<file path="config.mk">
export PLATFORM = sky130hd
export DESIGN_NAME = a429_rx
export DESIGN_NICKNAME = d
export VERILOG_FILES = /design/src/rtl/a429_rx_pkg.sv /design/src/rtl/a429_rx_tick.sv /design/src/rtl/a429_rx_bit.sv /design/src/rtl/a429_rx_frame.sv /design/src/rtl/a429_rx.sv
export SDC_FILE = /design/constraint.sdc
export NUM_CORES = 1
export LEC_CHECK = 0
export ABC_CLOCK_PERIOD_IN_PS = 4600
export CAP_MARGIN = 20
export CORE_MARGIN = 4
export CORE_UTILIZATION = 55
export CTS_CLUSTER_DIAMETER = 200
export CTS_CLUSTER_SIZE = 40
export DETAILED_ROUTE_END_ITERATION = 8
export GPL_ROUTABILITY_DRIVEN = 0
export PLACE_DENSITY_LB_ADDON = 0.12
export SYNTH_ARGS = -nofsm -noshare
export SYNTH_HDL_FRONTEND = slang
export SYNTH_HIERARCHICAL = 1
export SYNTH_SLANG_ARGS = --single-unit
</file>
<file path="constraint.sdc">
create_clock -name clk -period 4.6 [get_ports clk]
set_input_delay 0.92 -clock clk [delete_from_list [all_inputs] [get_ports clk]]
set_output_delay 0.92 -clock clk [all_outputs]
set_load 0.01 [all_outputs]
</file>
<file path="src/rtl/a429_rx_pkg.sv">
package a429_rx_pkg;

    localparam int WORD_W = 32;
    localparam int HALF_W = 16;

    typedef enum logic [1:0] {
        LV_IDLE = 2'b00,
        LV_LOW  = 2'b01,
        LV_HIGH = 2'b10,
        LV_BAD  = 2'b11
    } lvl_e;

    typedef struct packed {
        logic valid;
        logic value;
        logic abort;
        logic gap;
    } bit_evt_t;

    function automatic lvl_e decode_level(input logic hi, input logic lo);
        return lvl_e'({hi, lo});
    endfunction

    // First half: bits 13..9, 31, 30, 32, then bits 1..8 with bit 1 highest
    function automatic logic [HALF_W-1:0] pack_first(input logic [WORD_W-1:0] w);
        logic [HALF_W-1:0] r;
        r[15:11] = w[12:8];
        r[10]    = w[30];
        r[9]     = w[29];
        r[8]     = w[31];
        for (int k = 0; k < 8; k++) begin
            r[7-k] = w[k];
        end
        return r;
    endfunction

    function automatic logic [HALF_W-1:0] pack_second(input logic [WORD_W-1:0] w);
        return w[28:13];
    endfunction

endpackage

</file>
<file path="src/rtl/a429_rx_tick.sv">
module a429_rx_tick #(
    parameter int DIV_FAST = 10,
    parameter int DIV_SLOW = 80
) (
    input  logic clk,
    input  logic rst,
    input  logic rate_sel,
    output logic tick
);
    localparam int CNT_W = $clog2(DIV_SLOW);

    logic [CNT_W-1:0] cnt;
    logic [CNT_W-1:0] limit;

    always_comb begin
        limit = rate_sel ? CNT_W'(DIV_SLOW - 1) : CNT_W'(DIV_FAST - 1);
    end

    always_ff @(posedge clk) begin
        if (rst) begin
            cnt  <= '0;
            tick <= 1'b0;
        end else if (cnt >= limit) begin
            cnt  <= '0;
            tick <= 1'b1;
        end else begin
            cnt  <= cnt + 1'b1;
            tick <= 1'b0;
        end
    end

    AST_TICK_SPACED: assert property (@(posedge clk) disable iff (rst)
        tick |=> !tick);

endmodule

</file>
<file path="src/rtl/a429_rx_bit.sv">
module a429_rx_bit
    import a429_rx_pkg::*;
#(
    parameter int SPB = 10
) (
    input  logic     clk,
    input  logic     rst,
    input  logic     tick,
    input  lvl_e     lvl,
    output bit_evt_t evt
);
    localparam int HALF    = SPB / 2;
    localparam int MIN_RUN = HALF / 2 + 1;
    localparam int CW      = $clog2(SPB + 2);

    logic [CW-1:0] run_cnt;
    logic [CW-1:0] null_cnt;
    logic          run_val;
    logic          spoiled;
    logic          mark_val;

    always_comb begin
        mark_val = (lvl == LV_HIGH);
    end

    always_ff @(posedge clk) begin
        if (rst) begin
            run_cnt  <= '0;
            null_cnt <= '0;
            run_val  <= 1'b0;
            spoiled  <= 1'b0;
            evt      <= '0;
        end else begin
            evt <= '0;
            if (tick) begin
                case (lvl)
                    LV_BAD: begin
                        evt.abort <= 1'b1;
                        run_cnt   <= '0;
                        null_cnt  <= '0;
                        spoiled   <= 1'b0;
                    end
                    LV_HIGH, LV_LOW: begin
                        null_cnt <= '0;
                        if (run_cnt != '0 && run_val != mark_val) begin
                            evt.abort <= 1'b1;
                            run_cnt   <= CW'(1);
                            run_val   <= mark_val;
                            spoiled   <= 1'b0;
                        end else if (run_cnt == CW'(SPB)) begin
                            if (!spoiled) evt.abort <= 1'b1;
                            spoiled <= 1'b1;
                        end else begin
                            run_cnt <= run_cnt + 1'b1;
                            run_val <= mark_val;
                        end
                    end
                    default: begin
                        if (run_cnt != '0) begin
                            run_cnt  <= '0;
                            spoiled  <= 1'b0;
                            null_cnt <= CW'(1);
                            if (!spoiled) begin
                                if (run_cnt >= CW'(MIN_RUN)) begin
                                    evt.valid <= 1'b1;
                                    evt.value <= run_val;
                                end else begin
                                    evt.abort <= 1'b1;
                                end
                            end
                        end else if (null_cnt <= CW'(SPB)) begin
                            null_cnt <= null_cnt + 1'b1;
                            if (null_cnt == CW'(SPB)) evt.gap <= 1'b1;
                        end
                    end
                endcase
            end
        end
    end

    AST_BIT_XOR_ABORT: assert property (@(posedge clk) disable iff (rst)
        !(evt.valid && evt.abort));
    AST_EVT_AFTER_TICK: assert property (@(posedge clk) disable iff (rst)
        (evt.valid || evt.abort || evt.gap) |-> $past(tick));

endmodule

</file>
<file path="src/rtl/a429_rx_frame.sv">
module a429_rx_frame
    import a429_rx_pkg::*;
(
    input  logic              clk,
    input  logic              rst,
    input  bit_evt_t          evt,
    input  logic              flt_en,
    input  logic [1:0]        flt_bits,
    input  logic              rd_en,
    input  logic              half_sel,
    output logic              ready,
    output logic [WORD_W-1:0] hold
);
    localparam int CNT_W = $clog2(WORD_W);

    logic [WORD_W-2:0] shreg;
    logic [CNT_W-1:0]  cnt;
    logic              waiting;
    logic [WORD_W-1:0] full;
    logic              last_bit;
    logic              match;
    logic              accept;

    always_comb begin
        full     = {evt.value, shreg};
        last_bit = evt.valid && !waiting && (cnt == CNT_W'(WORD_W - 1));
        match    = !flt_en || (full[8] == flt_bits[0] && full[9] == flt_bits[1]);
        accept   = last_bit && match;
    end

    always_ff @(posedge clk) begin
        if (rst) begin
            shreg   <= '0;
            cnt     <= '0;
            waiting <= 1'b0;
            hold    <= '0;
            ready   <= 1'b0;
        end else begin
            if (evt.abort) begin
                waiting <= 1'b1;
                cnt     <= '0;
            end else if (evt.gap) begin
                waiting <= 1'b0;
                cnt     <= '0;
            end else if (evt.valid && !waiting) begin
                if (cnt == CNT_W'(WORD_W - 1)) begin
                    cnt <= '0;
                end else begin
                    shreg[cnt] <= evt.value;
                    cnt        <= cnt + 1'b1;
                end
            end
            if (accept) hold <= full;
            if (accept) ready <= 1'b1;
            else if (rd_en && half_sel) ready <= 1'b0;
        end
    end

    AST_READY_ON_ACCEPT: assert property (@(posedge clk) disable iff (rst)
        accept |=> ready);
    AST_READY_CLEARS: assert property (@(posedge clk) disable iff (rst)
        (ready && rd_en && half_sel && !accept) |=> !ready);
    AST_HOLD_STILL: assert property (@(posedge clk) disable iff (rst)
        !accept |=> $stable(hold));
    AST_FILTER_BITS: assert property (@(posedge clk) disable iff (rst)
        (accept && flt_en) |=> (hold[8] == $past(flt_bits[0]) && hold[9] == $past(flt_bits[1])));

endmodule

</file>
<file path="src/rtl/a429_rx.sv">
module a429_rx
    import a429_rx_pkg::*;
#(
    parameter int DIV_FAST = 10,
    parameter int DIV_SLOW = 80,
    parameter int SPB      = 10
) (
    input  logic              clk,
    input  logic              rst,
    input  logic              rate_sel,
    input  logic              line_one,
    input  logic              line_zero,
    input  logic              test_en,
    input  logic              tx_one,
    input  logic              tx_zero,
    input  logic              flt_en,
    input  logic [1:0]        flt_bits,
    input  logic              half_sel,
    input  logic              rd_en,
    output logic              ready,
    output logic [HALF_W-1:0] data_out
);
    logic              tick;
    lvl_e              lvl;
    bit_evt_t          evt;
    logic [WORD_W-1:0] hold;

    always_comb begin
        lvl = test_en ? decode_level(tx_one, tx_zero) : decode_level(line_one, line_zero);
    end

    a429_rx_tick #(.DIV_FAST(DIV_FAST), .DIV_SLOW(DIV_SLOW)) u_tick (
        .clk(clk), .rst(rst), .rate_sel(rate_sel), .tick(tick)
    );

    a429_rx_bit #(.SPB(SPB)) u_bit (
        .clk(clk), .rst(rst), .tick(tick), .lvl(lvl), .evt(evt)
    );

    a429_rx_frame u_frame (
        .clk(clk), .rst(rst), .evt(evt), .flt_en(flt_en), .flt_bits(flt_bits),
        .rd_en(rd_en), .half_sel(half_sel), .ready(ready), .hold(hold)
    );

    always_comb begin
        data_out = half_sel ? pack_second(hold) : pack_first(hold);
    end

endmodule

</file>
==> flow_metrics.py, run 1 <==
metrics = {
    "min_path": {
        "hold_class": "reg2reg",
    },
    "layout": {
        "layout_common_cells": "dfxtp_1 (92), nand2_1 (82), nand4_1 (43), nand3_1 (39), mux2i_1 (33)",
        "drive_above_1_share_pct": 9.08,
        "utilization_pct": 61.1,
        "syn2layout_area_growth_pct": 8.50,
        "diodes": 0,
        "final_common_cell": "dfxtp_1",
        "fin_nets": 645,
    },
    "setup_path": {
        "cp_max_fo": 17,
        "crit_type": "in2out",
        "required_ns": 3.68,
        "crit_path_cell_trace": "clkdlybuf4s50_1, buf_4, mux2_2, clkdlybuf4s50_1",
        "crit_path_max_incr_delay_ns": 0.49,
        "crit_path_start_kind": "input port",
        "worst_setup_path_end_kind": "output port",
        "slowest_stage": "clkdlybuf4s50_1",
        "cpMostUsedCell": "clkdlybuf4s50_1",
        "arrival_ns": 2.53,
        "crit_family": "buffers and inverters",
        "path_buf_inv": 3,
    },
    "yosys": {
        "ys_warn_count": 6,
        "synth_area_um2": 5500,
        "ys_types": 59,
        "synthCells": 629,
        "synthArstFlopShare_pct": 0,
        "syn_area_per_cell_um2": 8.75,
        "synth_ff_type": "dfxtp_1",
        "synth_nets": 660,
        "synth-edff-count": 0,
        "synth_seq_cells": 92,
        "synth-seq-area-share_pct": 33.5,
    },
    "detailed_routing": {
        "wl_met3_um": 562,
        "drt_iter0_markers": 366,
        "drtPass1Iterations": 5,
        "met1_length_um": 6160,
        "wl_um": 13000,
        "highest_layer": "met4",
        "drc": 0,
        "num_vias": 4745,
        "wl_per_cell_um": 17.4,
        "ant_nets": 0,
        "vias_per_cell": 6.33,
        "route.met2.wl_um": 6140,
    },
    "sta": {
        "finalCritPeriodShare_pct": 75.0,
        "fmax_mhz": 290,
        "finalSetupTns_ns": 0,
        "slew_violations": 0,
        "rsz0062_at_grt": "false",
        "timing.hold.ws_ns": 0.484,
        "max_slew_margin_pct": 30.4,
        "hold_violations": 0,
        "clock_skew_ns": 0.0139,
        "fin_crit_ns": 3.45,
        "tightest_slew_ns": 1.04,
        "setup_viol": 0,
    },
    "clocking": {
        "clock-sinks": 92,
        "cts_tree": "built",
        "cts.path.max_buffers": 2,
        "clock_latency_ns": 0.37,
        "cts_buffers": 9,
        "htreeDepth": 3,
        "cts_setup_buffers": 0,
        "postCtsHoldBufs": 0,
        "clk_pin_slew_worst_paths_ns": 0.08,
        "clockRootBuffer": "clkbuf_8",
        "cts_resized": 0,
    },
    "grt": {
        "antenna_found_initial": 0,
        "grt_overflow_total": 0,
        "grt_usage_pct": 23.4,
        "grt_pass1_vias": 4343,
        "grt_max_degree": 66,
        "grt_pass1_wl_um": 22200,
    },
    "placement": {
        "post-dp-hpwl_um": 8000,
        "port_buffers": 29,
    },
    "floorplanning": {
        "initial_core_util_pct": 56.3,
        "coreArea_um2": 9770,
        "io_pins": 30,
        "dieArea_um2": 11700,
        "die_h_um": 108,
        "fp-row-count": 36,
        "dieWidth_um": 108,
    },
    "pwr": {
        "powerDensity_nw_per_um2": 250,
        "leakage_nw": 2.16,
        "peakVddDrop_mv": 0.243,
    },
    "outcome": {
        "outcome": "finished clean",
    },
    "job": {
        "cap_violations": 0,
    },
}
kinds of logic after synthesis:
kind of cell,synth area share (%)
mux,10.4
xor+xnor,1.27
simple gates,28.2
compound gates,16.0
buf+inv,6.59
fa+ha+maj,4.09
flops,33.5
registers in the layout (all words and copies together) (netlist names):
register         cells
u_tick/tick          1
u_bit/spoiled        1
u_bit/evt            4
u_bit/null_cnt       4
u_frame/ready        1
u_frame/cnt          5
u_tick/cnt           7
u_frame/hold        32
u_bit/run_val        1
u_bit/run_cnt        4
u_frame/shreg       31
u_frame/waiting      1
routing by layer:
layer  track usage (%)  vias up
li1                  -     2306
met1              32.8     2315
met2              37.5      109
met3              3.82       15
met4              6.31        0
met5                 0        -
power by group:
group | total [W] | internal [W] | switching (W)
logic | 0.000110 | 0.0000338 | 0.0000759
clock network | 0.000584 | 0.000302 | 0.000282
registers | 0.000800 | 0.000798 | 0.00000243
total | 0.00149 | 0.00113 | 0.000360
worst paths after layout:
check        slack [ns]               to            from  cells past startpoint
min reg2reg        0.48    u_tick/cnt[0]   u_tick/cnt[0]                      1
max                1.15      data_out[1]        half_sel                      4
max reg2reg        1.76  u_frame/hold[0]  u_frame/cnt[1]                      7
min                0.48    u_tick/cnt[0]   u_tick/cnt[0]                      1
area by class of cell:
cell class	instances	area (um^2)
clock buffer	10	128
clock inverter	4	76.3
fill	870	3800
inverter	15	56.3
multi-input combinational	456	3320
sequential	92	1840
tap	133	166
timing repair buffer	40	388
synthesized netlist by cell type, drive strengths merged, types with 2 or more instances:
| master | instances | area (um^2) |
|---|---|---|
| dfxtp | 92 | 1840 |
| nand2 | 82 | 308 |
| clkbuf | 46 | 173 |
| nand4 | 43 | 269 |
| nand3 | 39 | 195 |
| mux2i | 33 | 330 |
| a211o | 32 | 280 |
| o2111ai | 32 | 280 |
| nand2b | 26 | 163 |
| nand4b | 23 | 201 |
| buf | 20 | 134 |
| ha | 18 | 225 |
| mux2 | 18 | 240 |
| inv | 15 | 56.3 |
| nor2b | 14 | 87.6 |
| a21oi | 10 | 53.8 |
| nor2 | 9 | 33.8 |
| a211oi | 8 | 65.1 |
| o21ai | 7 | 35.0 |
| nor3 | 6 | 30.0 |
| and3 | 5 | 31.3 |
| and3b | 5 | 45.0 |
| nor3b | 5 | 42.5 |
| xnor2 | 5 | 43.8 |
| nor4 | 3 | 18.8 |
| or3 | 3 | 18.8 |
| xor2 | 3 | 26.3 |
| a21o | 2 | 15.0 |
| nand3b | 2 | 15.0 |
| nor4bb | 2 | 20.0 |
| o211ai | 2 | 15.0 |
through the flow:
| stage | std cells | power [W] | setup slack (ns) | cell area [um^2] |
|---|---|---|---|---|
| 2_1_floorplan | 629 | 0.000896 | 2.04 | 5500 |
| 3_3_place_gp | 735 | 0.000923 | 1.19 | 5740 |
| 3_5_place_dp | 736 | 0.000928 | 1.16 | 5770 |
| 4_1_cts | 750 | 0.00151 | 1.16 | 5970 |
| 5_1_grt | 750 | 0.00156 | 1.10 | 5970 |
| 6_report | 750 | 0.00149 | 1.15 | 5970 |
Note: power is estimated with default switching activity, not from simulation.
==> run 2: changes to the inputs <==
ABC_CLOCK_PERIOD_IN_PS = 3400   (was 4600)
clock period = 3.4 ns   (was 4.6 ns; I/O delays follow)
==> run 2 against run 1 <==
Against the previous run: routed wire length up 0.33%; critical path depth unchanged; sequential power up 35%; sequential share of layout area up 0.16 points; global-route usage down 0.30 points; critical path type unchanged; largest power group unchanged.
==> flow_metrics.py, run 2 (synthesized netlist as in run 1, its figures left out) <==
metrics = {
    "layout": {
        "utilization_pct": 60.8,
        "layout_common_cells": "dfxtp_1 (92), nand2_1 (82), nand4_1 (43), nand3_1 (39), mux2i_1 (33)",
        "syn2layout_area_growth_pct": 7.96,
        "multi_input_area_um2": 3320,
        "drive_above_1_share_pct": 9.08,
        "diodes": 0,
        "seqCellArea_um2": 1840,
        "fin_nets": 645,
        "top_regs": "u_frame/hold x32, u_frame/shreg x31, u_tick/cnt x7",
        "regMostFlops": "u_frame/hold",
        "largest_reg_flops": 32,
        "fillers": 911,
        "final_common_cell": "dfxtp_1",
    },
    "setup_path": {
        "crit_path_max_incr_delay_ns": 0.48,
        "cp_num_cells": 4,
        "cpMostUsedCell": "clkdlybuf4s50_1",
        "crit_end": "data_out[0]",
        "slowest_stage": "clkdlybuf4s50_1",
        "crit_start": "half_sel",
        "r2r_cells": 7,
        "crit_path_cell_trace": "clkdlybuf4s50_1, buf_4, mux2_2, clkdlybuf4s50_1",
        "worst_setup_path_end_kind": "output port",
        "required_ns": 2.72,
        "arrival_ns": 2.29,
        "path_buf_inv": 3,
        "crit_family": "buffers and inverters",
        "cp_max_fo": 17,
        "crit_type": "in2out",
        "r2r-end": "u_frame/hold[25]",
        "r2r-start": "u_frame/cnt[1]",
        "r2r_setup_slack_ns": 0.90,
        "crit_path_start_kind": "input port",
    },
    "floorplanning": {
        "coreArea_um2": 9770,
        "dieWidth_um": 108,
        "io_pins": 30,
        "initial_core_util_pct": 56.3,
        "dieArea_um2": 11700,
        "die_h_um": 108,
        "fp-row-count": 36,
    },
    "pwr": {
        "leakage_nw": 2.15,
        "peakVddDrop_mv": 0.200,
        "powerDensity_nw_per_um2": 315,
    },
    "grt": {
        "grt_pass1_wl_um": 22000,
        "grt_max_degree": 70,
        "grt_usage_pct": 23.1,
        "grt_pass1_vias": 4284,
        "antenna_found_initial": 0,
        "grt_overflow_total": 0,
    },
    "detailed_routing": {
        "ant_nets": 0,
        "vias_per_cell": 6.23,
        "drc": 0,
        "wl_per_cell_um": 17.4,
        "wl_um": 13100,
        "num_vias": 4675,
        "drtPass1Iterations": 6,
        "drt_iter0_markers": 337,
    },
    "outcome": {
        "outcome": "finished clean",
    },
    "sta": {
        "fin_crit_ns": 2.97,
        "finalCritPeriodShare_pct": 87.4,
        "finalSetupTns_ns": 0,
        "fmax_mhz": 337,
        "clock_skew_ns": 0.0100,
        "max_slew_margin_pct": 29.0,
        "setup_viol": 0,
        "hold_violations": 0,
        "slew_violations": 0,
        "rsz0062_at_grt": "false",
        "tightest_slew_ns": 1.06,
    },
    "clocking": {
        "cts_setup_buffers": 0,
        "clock-sinks": 92,
        "cts_tree": "built",
        "cts_resized": 0,
        "clockRootBuffer": "clkbuf_8",
        "postCtsHoldBufs": 0,
        "cts_buffers": 9,
        "clk_pin_slew_worst_paths_ns": 0.08,
        "cts.path.max_buffers": 2,
        "clock_latency_ns": 0.36,
        "htreeDepth": 3,
    },
    "placement": {
        "post-dp-hpwl_um": 8110,
        "port_buffers": 29,
    },
    "job": {
        "cap_violations": 0,
    },
    "min_path": {
        "hold_class": "reg2reg",
    },
}
==> run 2: cell count changes in the layout (fill, tap and decap cells not counted) <==
cell	delta
buf_12	+3
buf_16	-1
buf_4	-2
bufinv_16	-2
clkbuf_8	+1
clkinv_2	+3
clkinv_4	-1
clkinvlp_4	-1
==> run 2: layer usage <==
metal | vias up | GRT usage (%) | part of all wire (%)
met5 | - | 0 | 0
met4 | 0 | 6.76 | 1.4
met2 | 135 | 36.1 | 46
met3 | 16 | 4.54 | 5.0
met1 | 2215 | 32.4 | 47
li1 | 2309 | - | -
==> run 2: worst min-delay path: stages (launching register included) <==
cell	delay, ns
dfxtp_1	0.33
nand2_1	0.06
mux2i_1	0.06
==> run 2: worst min path at each step <==
| stage | cells after the start | slack, ns | endpoint | from |
|---|---|---|---|---|
| 3_3_place_gp | 2 | 0.46 | u_frame/shreg[29] | u_frame/shreg[29] |
| 6_report | 2 | 0.48 | u_frame/shreg[29] | u_frame/shreg[29] |
| 5_1_grt | 2 | 0.51 | u_frame/shreg[22] | u_frame/shreg[22] |
| 2_1_floorplan | 2 | 0.45 | u_frame/shreg[25] | u_frame/shreg[25] |
| 4_1_cts | 2 | 0.48 | u_frame/shreg[29] | u_frame/shreg[29] |
| 3_5_place_dp | 2 | 0.47 | u_frame/shreg[29] | u_frame/shreg[29] |
==> run 2: through the flow <==
step                      power, W  instance area, um^2  cells  worst slack, ns  hold WS, ns
final                      0.00187                 5940    750            0.430        0.483
after global routing       0.00196                 5940    750            0.388        0.511
after CTS                  0.00189                 5940    750            0.426        0.484
after detailed placement   0.00126                 5790    736            0.396        0.471
after global placement     0.00125                 5790    736            0.471        0.463
after floorplan            0.00121                 5500    629             1.08        0.447
==> run 2: power breakdown <==
| group | switching, W | internal [W] | total [W] |
|---|---|---|---|
| Sequential | 0.00000321 | 0.00108 | 0.00108 |
| Clock | 0.000366 | 0.000275 | 0.000641 |
| Combinational | 0.000103 | 0.0000465 | 0.000149 |
==> run 2: layout make-up <==
| cell class | instances | share of cell area (%) |
|---|---|---|
| multi-input cells | 456 | 55.8 |
| inverters | 15 | 0.948 |
| clock inverters | 3 | 0.253 |
| flip-flops and latches | 92 | 31.0 |
| clock buffers | 11 | 2.38 |
| well taps | 133 | 2.80 |
| repair buffers | 40 | 6.82 |
